## src/rtl/sram_ctrl_pkg.sv

```systemverilog
package sram_ctrl_pkg;
  typedef enum logic [2:0] {
    ST_IDLE,
    ST_TURN,
    ST_SETUP,
    ST_RDWAIT,
    ST_WRPULSE,
    ST_HOLD
  } sc_state_e;
endpackage

```

## src/rtl/sram_ctrl_fsm.sv

```systemverilog
module sram_ctrl_fsm
  import sram_ctrl_pkg::*;
#(
  parameter int RD_CYC   = 3,
  parameter int WR_PULSE = 2,
  parameter int TURN     = 2
) (
  input  logic      clk,
  input  logic      rst_n,
  input  logic      req_i,
  input  logic      we_i,
  input  logic      op_we,
  output logic      accept_o,
  output logic      capture_o,
  output sc_state_e st_nxt_o
);
  localparam int WMAX = (RD_CYC > WR_PULSE) ? RD_CYC : WR_PULSE;
  localparam int CW   = $clog2(WMAX + 1);
  localparam int TW   = $clog2(TURN + 2);

  sc_state_e       st_q, st_d;
  logic [CW-1:0]   cnt_q, cnt_d;
  logic [TW-1:0]   tc_q, tc_d;
  logic            wait_end;

  assign accept_o  = (st_q == ST_IDLE) && req_i;
  assign wait_end  = (cnt_q == '0);
  assign capture_o = (st_q == ST_RDWAIT) && wait_end;
  assign st_nxt_o  = st_d;

  // next-state and counters
  always_comb begin
    st_d  = st_q;
    cnt_d = cnt_q;
    unique case (st_q)
      ST_IDLE:
        if (req_i) st_d = (we_i && (tc_q > TW'(1))) ? ST_TURN : ST_SETUP;
      ST_TURN:
        if (tc_q <= TW'(1)) st_d = ST_SETUP;
      ST_SETUP: begin
        st_d  = op_we ? ST_WRPULSE : ST_RDWAIT;
        cnt_d = op_we ? CW'(WR_PULSE - 1) : CW'(RD_CYC - 1);
      end
      ST_RDWAIT, ST_WRPULSE:
        if (wait_end) st_d = ST_HOLD;
        else          cnt_d = cnt_q - CW'(1);
      ST_HOLD:  st_d = ST_IDLE;
      default:  st_d = ST_IDLE;
    endcase
    // turnaround: loaded when output enable is about to be released
    if (capture_o)          tc_d = TW'(TURN);
    else if (tc_q != '0)    tc_d = tc_q - TW'(1);
    else                    tc_d = tc_q;
  end

  always_ff @(posedge clk or negedge rst_n) begin
    if (!rst_n) begin
      st_q  <= ST_IDLE;
      cnt_q <= '0;
      tc_q  <= '0;
    end else begin
      st_q  <= st_d;
      cnt_q <= cnt_d;
      tc_q  <= tc_d;
    end
  end
endmodule

```

## src/rtl/sram_ctrl_dpath.sv

```systemverilog
module sram_ctrl_dpath #(
  parameter int ADDR_W = 15,
  parameter int DATA_W = 16,
  parameter int LANES  = 2
) (
  input  logic              clk,
  input  logic              rst_n,
  input  logic              accept,
  input  logic              capture,
  input  logic              we_i,
  input  logic [ADDR_W-1:0] addr_i,
  input  logic [DATA_W-1:0] wdata_i,
  input  logic [LANES-1:0]  be_i,
  input  logic [DATA_W-1:0] dq_i,
  output logic [ADDR_W-1:0] addr_q,
  output logic [DATA_W-1:0] wdata_q,
  output logic              we_q,
  output logic              we_nxt,
  output logic [LANES-1:0]  be_nxt,
  output logic [DATA_W-1:0] rdata_q
);
  localparam int LW = DATA_W / LANES;

  logic [LANES-1:0] be_q;

  assign we_nxt = accept ? we_i : we_q;
  assign be_nxt = accept ? be_i : be_q;

  always_ff @(posedge clk or negedge rst_n) begin
    if (!rst_n) begin
      addr_q  <= '0;
      wdata_q <= '0;
      we_q    <= 1'b0;
      be_q    <= '0;
    end else if (accept) begin
      addr_q  <= addr_i;
      wdata_q <= wdata_i;
      we_q    <= we_i;
      be_q    <= be_i;
    end
  end

  for (genvar l = 0; l < LANES; l++) begin : g_lane
    always_ff @(posedge clk or negedge rst_n) begin
      if (!rst_n)       rdata_q[l*LW +: LW] <= '0;
      else if (capture) rdata_q[l*LW +: LW] <= be_q[l] ? dq_i[l*LW +: LW] : '0;
    end
  end
endmodule

```

## src/rtl/sram_ctrl_pins.sv

```systemverilog
module sram_ctrl_pins
  import sram_ctrl_pkg::*;
#(
  parameter int LANES = 2
) (
  input  logic             clk,
  input  logic             rst_n,
  input  sc_state_e        st_nxt,
  input  logic             we_nxt,
  input  logic [LANES-1:0] be_nxt,
  output logic             ce_n,
  output logic             we_n,
  output logic             oe_n,
  output logic [LANES-1:0] bl_n,
  output logic             dq_oe,
  output logic             done
);
  logic             act, ce_d, we_d, oe_d, dq_oe_d, done_d;
  logic [LANES-1:0] bl_d;

  always_comb begin
    act     = (st_nxt == ST_SETUP) || (st_nxt == ST_RDWAIT) ||
              (st_nxt == ST_WRPULSE) || (st_nxt == ST_HOLD);
    ce_d    = ~act;
    we_d    = ~(st_nxt == ST_WRPULSE);
    oe_d    = ~(!we_nxt && ((st_nxt == ST_SETUP) || (st_nxt == ST_RDWAIT)));
    dq_oe_d = we_nxt && ((st_nxt == ST_SETUP) || (st_nxt == ST_WRPULSE) ||
                         (st_nxt == ST_HOLD));
    done_d  = (st_nxt == ST_HOLD);
  end

  for (genvar l = 0; l < LANES; l++) begin : g_bl
    assign bl_d[l] = ~(act && be_nxt[l]);
  end

  // every pin strobe leaves a flop: no decode glitches reach the memory
  always_ff @(posedge clk or negedge rst_n) begin
    if (!rst_n) begin
      ce_n  <= 1'b1;
      we_n  <= 1'b1;
      oe_n  <= 1'b1;
      bl_n  <= '1;
      dq_oe <= 1'b0;
      done  <= 1'b0;
    end else begin
      ce_n  <= ce_d;
      we_n  <= we_d;
      oe_n  <= oe_d;
      bl_n  <= bl_d;
      dq_oe <= dq_oe_d;
      done  <= done_d;
    end
  end
endmodule

```

## src/rtl/sram_ctrl.sv

```systemverilog
module sram_ctrl
  import sram_ctrl_pkg::*;
#(
  parameter  int ADDR_W   = 15,
  parameter  int DATA_W   = 16,
  parameter  int RD_CYC   = 3,
  parameter  int WR_PULSE = 2,
  parameter  int TURN     = 2,
  localparam int LANES    = DATA_W / 8
) (
  input  logic              clk,
  input  logic              rst_n,
  input  logic              req_i,
  input  logic              we_i,
  input  logic [ADDR_W-1:0] addr_i,
  input  logic [DATA_W-1:0] wdata_i,
  input  logic [LANES-1:0]  be_i,
  output logic [DATA_W-1:0] rdata_o,
  output logic              done_o,
  output logic [ADDR_W-1:0] sram_addr,
  output logic [DATA_W-1:0] sram_dq_o,
  output logic              sram_dq_oe,
  input  logic [DATA_W-1:0] sram_dq_i,
  output logic              sram_ce_n,
  output logic              sram_we_n,
  output logic              sram_oe_n,
  output logic [LANES-1:0]  sram_bl_n
);
  sc_state_e        st_nxt;
  logic             accept, capture, op_we, we_nxt;
  logic [LANES-1:0] be_nxt;

  sram_ctrl_fsm #(
    .RD_CYC(RD_CYC), .WR_PULSE(WR_PULSE), .TURN(TURN)
  ) u_fsm (
    .clk(clk), .rst_n(rst_n), .req_i(req_i), .we_i(we_i), .op_we(op_we),
    .accept_o(accept), .capture_o(capture), .st_nxt_o(st_nxt)
  );

  sram_ctrl_dpath #(
    .ADDR_W(ADDR_W), .DATA_W(DATA_W), .LANES(LANES)
  ) u_dpath (
    .clk(clk), .rst_n(rst_n), .accept(accept), .capture(capture),
    .we_i(we_i), .addr_i(addr_i), .wdata_i(wdata_i), .be_i(be_i),
    .dq_i(sram_dq_i), .addr_q(sram_addr), .wdata_q(sram_dq_o),
    .we_q(op_we), .we_nxt(we_nxt), .be_nxt(be_nxt), .rdata_q(rdata_o)
  );

  sram_ctrl_pins #(.LANES(LANES)) u_pins (
    .clk(clk), .rst_n(rst_n), .st_nxt(st_nxt), .we_nxt(we_nxt),
    .be_nxt(be_nxt), .ce_n(sram_ce_n), .we_n(sram_we_n), .oe_n(sram_oe_n),
    .bl_n(sram_bl_n), .dq_oe(sram_dq_oe), .done(done_o)
  );
endmodule

```

## config.mk

```make
export PLATFORM = sky130hd
export DESIGN_NAME = sram_ctrl
export DESIGN_NICKNAME = d
export VERILOG_FILES = /design/src/rtl/sram_ctrl_pkg.sv /design/src/rtl/sram_ctrl_fsm.sv /design/src/rtl/sram_ctrl_dpath.sv /design/src/rtl/sram_ctrl_pins.sv /design/src/rtl/sram_ctrl.sv
export SDC_FILE = /design/constraint.sdc
export NUM_CORES = 1
export LEC_CHECK = 0
export ABC_AREA = 1
export BUFFER_PORTS_ARGS = -buffer_cell sky130_fd_sc_hd__buf_2
export CELL_PAD_IN_SITES_DETAIL_PLACEMENT = 1
export CELL_PAD_IN_SITES_GLOBAL_PLACEMENT = 1
export CORE_ASPECT_RATIO = 1.75
export CORE_MARGIN = 2
export CORE_UTILIZATION = 34
export CTS_CLUSTER_SIZE = 40
export DETAILED_ROUTE_END_ITERATION = 16
export PLACE_DENSITY = 0.77
export REMOVE_ABC_BUFFERS = 1
export SYNTH_ARGS = -nofsm -noshare
export SYNTH_HDL_FRONTEND = slang
export SYNTH_SLANG_ARGS = --single-unit
```

## constraint.sdc

```tcl
create_clock -name clk -period 1.79 [get_ports clk]
set_input_delay 0.179 -clock clk [delete_from_list [all_inputs] [get_ports clk]]
set_output_delay 0.179 -clock clk [all_outputs]
set_load 0.02 [all_outputs]
```

Word-level counts from Yosys, hierarchy flattened:

Index checks and enable logic that the tools add are counted.
W data, S select, Z words.

* register bits: 64
* bits in latches: 0
* RAM bits: 0
* memory bits (read-only): 0
* input port bits: 53
* output and inout bits: 54
* word-level logic and storage cells: 68
* memories: 0

* add/subtract/negate cells: 2
* multiply operators: 0
* div/mod/pow operators: 0
* order comparisons: 2
* equal/unequal tests: 9
* shifts and indexed selects: 0
* muxes and demuxes: 15
* bitwise gates (word level): 5
* reduce and logical (&&, ||, !) cells: 20

Operator list (count)
* $mux W8: 2
* $eq A3 B2 Y1 const B: 4
* $mux W2: 6
* $mux W3: 4
* $pmux W3 S4: 1
* $eq A3 B3 Y1 const B: 3
* $logic_and A1 B1 Y1: 7
* $reduce_bool A2 Y1: 3
* $logic_or A1 B1 Y1: 5
* $not A1 Y1: 5
* $pmux W2 S2: 1
* $sub A2 B1 Y2 const B: 2
* $eq A3 B1 Y1 const B: 1
* $logic_not A3 Y1: 1
* $gt A2 B1 Y1 const B: 1
* $le A2 B1 Y1 const B: 1
* $logic_not A2 Y1: 1
* $ne A2 B2 Y1 const B: 1
* $reduce_and A2 Y1: 1
* $reduce_or A2 Y1: 1
* $logic_not A1 Y1: 1
* $mux W1: 1

Logic depth before layout (Yosys ltp):

* word-level depth: 11
* gate-level depth with buffers: 9
* depth with buffers taken out: 9

Cells and area by module:

Synthesis repeated with hierarchy kept, for this count alone.

* cell total of the unflattened synthesis: 301
* area, all modules: 2706.3 um^2

By module, submodules not included
* sram_ctrl_dpath: instances 1, cells an instance 214, area each 1986.9 um^2, sequential area each 1251.2 um^2
* sram_ctrl_fsm: instances 1, cells an instance 63, area each 464.2 um^2, sequential area each 175.2 um^2
* sram_ctrl_pins: instances 1, cells an instance 24, area each 255.2 um^2, sequential area each 181.4 um^2

Least setup slack after synthesis:

OpenSTA, ideal clock, no wires.

* kind: reg2reg
* start: register u_fsm.cnt_q[0]
* end: register u_dpath.rdata_q[0]
* library setup time: 0.118 ns
* data arrival time: 1.296 ns
* data required time: 1.672 ns
* setup slack: 0.377 ns
* stages on the path, launching flop included: 9
* path buffers: 1
* clock period less this slack: 1.413 ns
* path through: dfrtp_1 > inv_1 > ha_1 > inv_2 > nor3_4 > inv_2 > buf_2 > nand2_1 > nand2_1

* word-level cells in the longest chain between the ends: 2

RTL lines
* start: declaration: RTL line sram_ctrl_fsm.sv:22 `logic [CW-1:0] cnt_q, cnt_d;`
* start signal: assignment: RTL line sram_ctrl_fsm.sv:63 `cnt_q <= cnt_d;`
* $logic_not A2 Y1: RTL line sram_ctrl_fsm.sv:27 `assign wait_end = (cnt_q == '0);`
* $logic_and A1 B1 Y1: RTL line sram_ctrl_fsm.sv:28 `assign capture_o = (st_q == ST_RDWAIT) && wait_end;`
* end signal: indexed assignment: RTL line sram_ctrl_dpath.sv:46 `else if (capture) rdata_q[l*LW +: LW] <= be_q[l] ? dq_i[l*LW +: LW] : '0;`
* end: declaration: RTL line sram_ctrl_dpath.sv:20 `output logic [DATA_W-1:0] rdata_q`

No other way between the ends.
A chain may end at the register's enable or synchronous reset.

Worst setup path after layout:

* start: register u_fsm.st_q[2]
* end: register u_pins.bl_n[1]

* elaborated cells between the ends (all ways): 21
* those cells by class: eq/ne: 8; mux: 5; bitwise: 1; reduce/logical: 7

RTL lines
* start: declaration: RTL line sram_ctrl_fsm.sv:21 `sc_state_e st_q, st_d;`
* start signal: assignment: RTL line sram_ctrl_fsm.sv:62 `st_q <= st_d;`
* $logic_not A3 Y1: RTL line sram_ctrl_fsm.sv:26 `assign accept_o = (st_q == ST_IDLE) && req_i;`
* $logic_and A1 B1 Y1: RTL line sram_ctrl_fsm.sv:26
* $mux W2: RTL line sram_ctrl_dpath.sv:27 `assign be_nxt = accept ? be_i : be_q;`
* named net be_nxt[1]: RTL line sram_ctrl.sv:31 `logic [LANES-1:0] be_nxt;`
* $logic_and A1 B1 Y1: RTL line sram_ctrl_pins.sv:33 `assign bl_d[l] = ~(act && be_nxt[l]);`
* $not A1 Y1: RTL line sram_ctrl_pins.sv:33
* named net u_pins.bl_d[1]: RTL line sram_ctrl_pins.sv:19 `logic [LANES-1:0] bl_d;`
* end signal: assignment: RTL line sram_ctrl_pins.sv:49 `bl_n <= bl_d;`
* end: declaration: RTL line sram_ctrl_pins.sv:14 `output logic [LANES-1:0] bl_n,`

The timed path passes the listed nets, and every way through them passes these cells.

==> flow_summary_export.csv <==
group,metric,value,unit
status,outcome,"finished clean",
global_routing,gr-usage-met3,3.19,%
layout,fillers,948,
detailed_routing,avgRoutedWirePerCell,13.7,um
timing,post-route-period-util,87.1,%
timing,hold_viol_final,0,
setup_path,cpMaxStageDelayCell,"dfrtp_1",
timing,finalSetupViolations,0,
placed_design,place.gp.congestion,0.813,
cts,path_clk_slew,0.05,ns
flow_run,max_cap_violations,0,
cts,cts-htree-levels,3,
cts,cts.repair.resized,0,
die,die_w,70.3,um
setup_path,crit_start,"u_fsm.st_q[2]$_DFF_PN0_",
detailed_routing,routed_wl,7.00,mm
yosys,synth-seq-cells,64,
die,coreArea,7510,um2
yosys,seq_area_frac_synth,61.5,%
setup_path,critical_path.max_fanout,25,
global_routing,grt_pass1_vias,2471,
power_and_ir_drop,leakage,2.10,nW
yosys,synth.distinct_cells,18,
timing,max_freq,641,MHz
power_and_ir_drop,irDropWorstVdd,0.870,mV
timing,period_minus_slack,1.56,ns
die,initial_core_util,34.8,%
setup_path,r2r_start,"u_fsm.st_q[2]$_DFF_PN0_",
yosys,yosys_warnings,0,
cts,numCtsBuffers,9,
placed_design,place_hpwl,5.34,mm
die,num_rows,42,
layout,utilization,47.2,%
setup_path,cp_slowest_stage_delay,0.44,ns
hold_path,hold_path.class,"input pin to flop",
timing,slew_headroom,73.8,%
layout,area_growth,35.6,%
layout,nets,473,
cts,cts.sink_count,64,
detailed_routing,vias,2368,
timing,finClkSkew,0.00537,ns
setup_path,worst-endpoint-required,2.06,ns
layout,diodes,0,
cts,clk_path_buf_depth,2,
global_routing,grtUsageTotal,18.1,%
global_routing,grt_first_pass_wirelength,11.7,mm
cts,clk_latency,0.33,ns
cts,cts_tree,"built",
placed_design,place_area,3270,um2
hold_path,hold_start,"wdata_i[4]",
setup_path,cp-end-kind,"flop",
die,io_pins,107,
global_routing,grt.busiest_layer,"met2",
setup_path,worst-endpoint-arrival,1.83,ns
global_routing,grt_use_met2,32.8,%
global_routing,grt-ovfl-total,0,
timing,worst_pin_slew,0.392,ns
yosys,yosysTopAreaCellShare,56.5,%
detailed_routing,first_pass_iters,4,
global_routing,met1_usage,18.7,%
die,die-area,8430,um2
layout,fin_area,3540,um2
layout,drive_above_1_share,32.7,%
yosys,syn_area,2610,um2
setup_path,cp_common_cell,"nand2_1",
yosys,syn_avg_cell_area,8.65,um2
placed_design,port_buffers,106,
yosys,synth_top_area_cell,"dfrtp_1",
setup_path,critical_path_class,"flop to flop",
timing,rsz0062_at_grt,"no",
setup_path,crit_chain,"nor2_1 -> inv_2 -> nor2_4 -> inv_2 -> buf_4 -> nand2_1 -> nand2_1 -> nand2_1",
yosys,synth.area.top_cells,"dfrtp_1 57%, nand2_1 23%, nand3_1 5.4%",
yosys,synthCells,302,
global_routing,antenna_found_initial,0,
detailed_routing,final_antenna_net_count,0,
die,die_y,120,um
timing,slew_violations,0,
detailed_routing,drcViolationCount,0,
power_and_ir_drop,powerDensity,1940,nW/um2
cts,clock-root-buffer,"clkbuf_16",
detailed_routing,drt_iter0_drc,66,
global_routing,grt_max_degree,65,
setup_path,cp-start-kind,"flop",
detailed_routing,viasPerCell,4.64,
-- critical path: cells and delay by family, from the launching register on --
kind,cells,cell delay [ns]
and+or+nand+nor,5,0.57
buffers and inverters,3,0.48
DFF,1,0.44
-- placed cells by master (no fill, tap or decap), drive strengths merged --
master       count
buf            113
xor2             1
clkbuf          15
nor2             9
ha               3
nand4            2
nand3           28
o21ai            2
dlygate4sd3      1
dfrtp           59
dfstp            5
nor3             2
clkinv           1
o211ai           1
inv             22
nand2          158
-- cells in the mapped netlist, drive strengths merged --
cell type and number:
buf 8, clkbuf 2, dfrtp 59, dfstp 5, ha 3, inv 22
nand2 158, nand3 28, nand4 2, nor2 9, nor3 2, o211ai 1
o21ai 2, xor2 1
-- per-layer routing --
layer  part of all wire (%)  vias to the layer above
met5                      0                        -
met4                    4.6                        0
met3                    3.5                       21
met2                     56                       68
met1                     35                     1124
li1                       -                     1155
-- cell type report --
| cell class | instances | area, um2 | area share (%) |
|---|---|---|---|
| well taps | 88 | 110 | 3.11 |
| multi-input cells | 206 | 875 | 24.7 |
| flip-flops and latches | 64 | 1610 | 45.4 |
| clock inverters | 1 | 5.00 | 0.141 |
| inverters | 22 | 82.6 | 2.33 |
| repair buffers | 114 | 606 | 17.1 |
| clock buffers | 15 | 258 | 7.27 |
-- timing repair --
item | CTS | global route
hold buffers | 1 | 0
hold endpoints to repair | 59 | 0
setup buffers | 0 | 0
-- power by group --
| group | switching [mW] | total, mW | internal, mW |
|---|---|---|---|
| clock network | 0.574 | 1.55 | 0.972 |
| logic | 1.87 | 2.78 | 0.907 |
| registers | 0.419 | 2.53 | 2.12 |
| total | 2.86 | 6.86 | 3.99 |
-- final timing paths --
path	endpoint	slack, ns	depth (start not counted)
max in group asynchronous	u_pins.ce_n$_DFF_PN1_	1.07	3
hold / removal	u_dpath.wdata_q[4]$_DFFE_PN0P_	0.05	3
hold reg to reg	u_dpath.wdata_q[3]$_DFFE_PN0P_	0.46	2
min in group asynchronous	u_dpath.wdata_q[4]$_DFFE_PN0P_	0.38	3
setup reg to reg	u_pins.bl_n[1]$_DFF_PN1_	0.23	8
setup / recovery	u_pins.bl_n[1]$_DFF_PN1_	0.23	8
-- flip-flops by register name, indices dropped and copies added, names as in the netlist --
register	count
u_dpath.we_q	1
u_dpath.addr_q	15
u_pins.dq_oe	1
u_fsm.cnt_q	2
u_pins.bl_n	2
u_pins.oe_n	1
u_dpath.rdata_q	16
u_dpath.be_q	2
u_pins.done	1
u_fsm.st_q	3
u_pins.we_n	1
u_pins.ce_n	1
u_dpath.wdata_q	16
u_fsm.tc_q	2
-- cells by family (layout without fill, tap and decap cells) --
kind of cell / count (synthesis) / count (layout) / synth area share [%]
AND/OR/NAND/NOR: 199 / 199 / 31.0
flip-flops: 64 / 64 / 61.5
buffers and inverters: 32 / 152 / 4.98
adder cells (fa/ha/maj): 3 / 3 / 1.44
AO/OA/AOI/OAI: 3 / 3 / 0.671
XOR/XNOR: 1 / 1 / 0.335
-- metrics by stage --
stage / std cells / setup TNS, ns / hold slack [ns] / setup WS [ns] / power [mW]
6_report: 510 / 0 / 0.0466 / 0.231 / 6.86
5_1_grt: 510 / 0 / 0.0471 / 0.0111 / 7.40
4_1_cts: 510 / 0 / 0.0420 / 0.168 / 6.98
3_5_place_dp: 493 / 0 / 0.222 / 0.188 / 5.39
3_3_place_gp: 493 / 0 / 0.216 / 0.252 / 5.27
2_1_floorplan: 292 / -0.216 / -0.117 / -0.0894 / 4.28
Note: power is estimated with default switching activity, not from simulation.
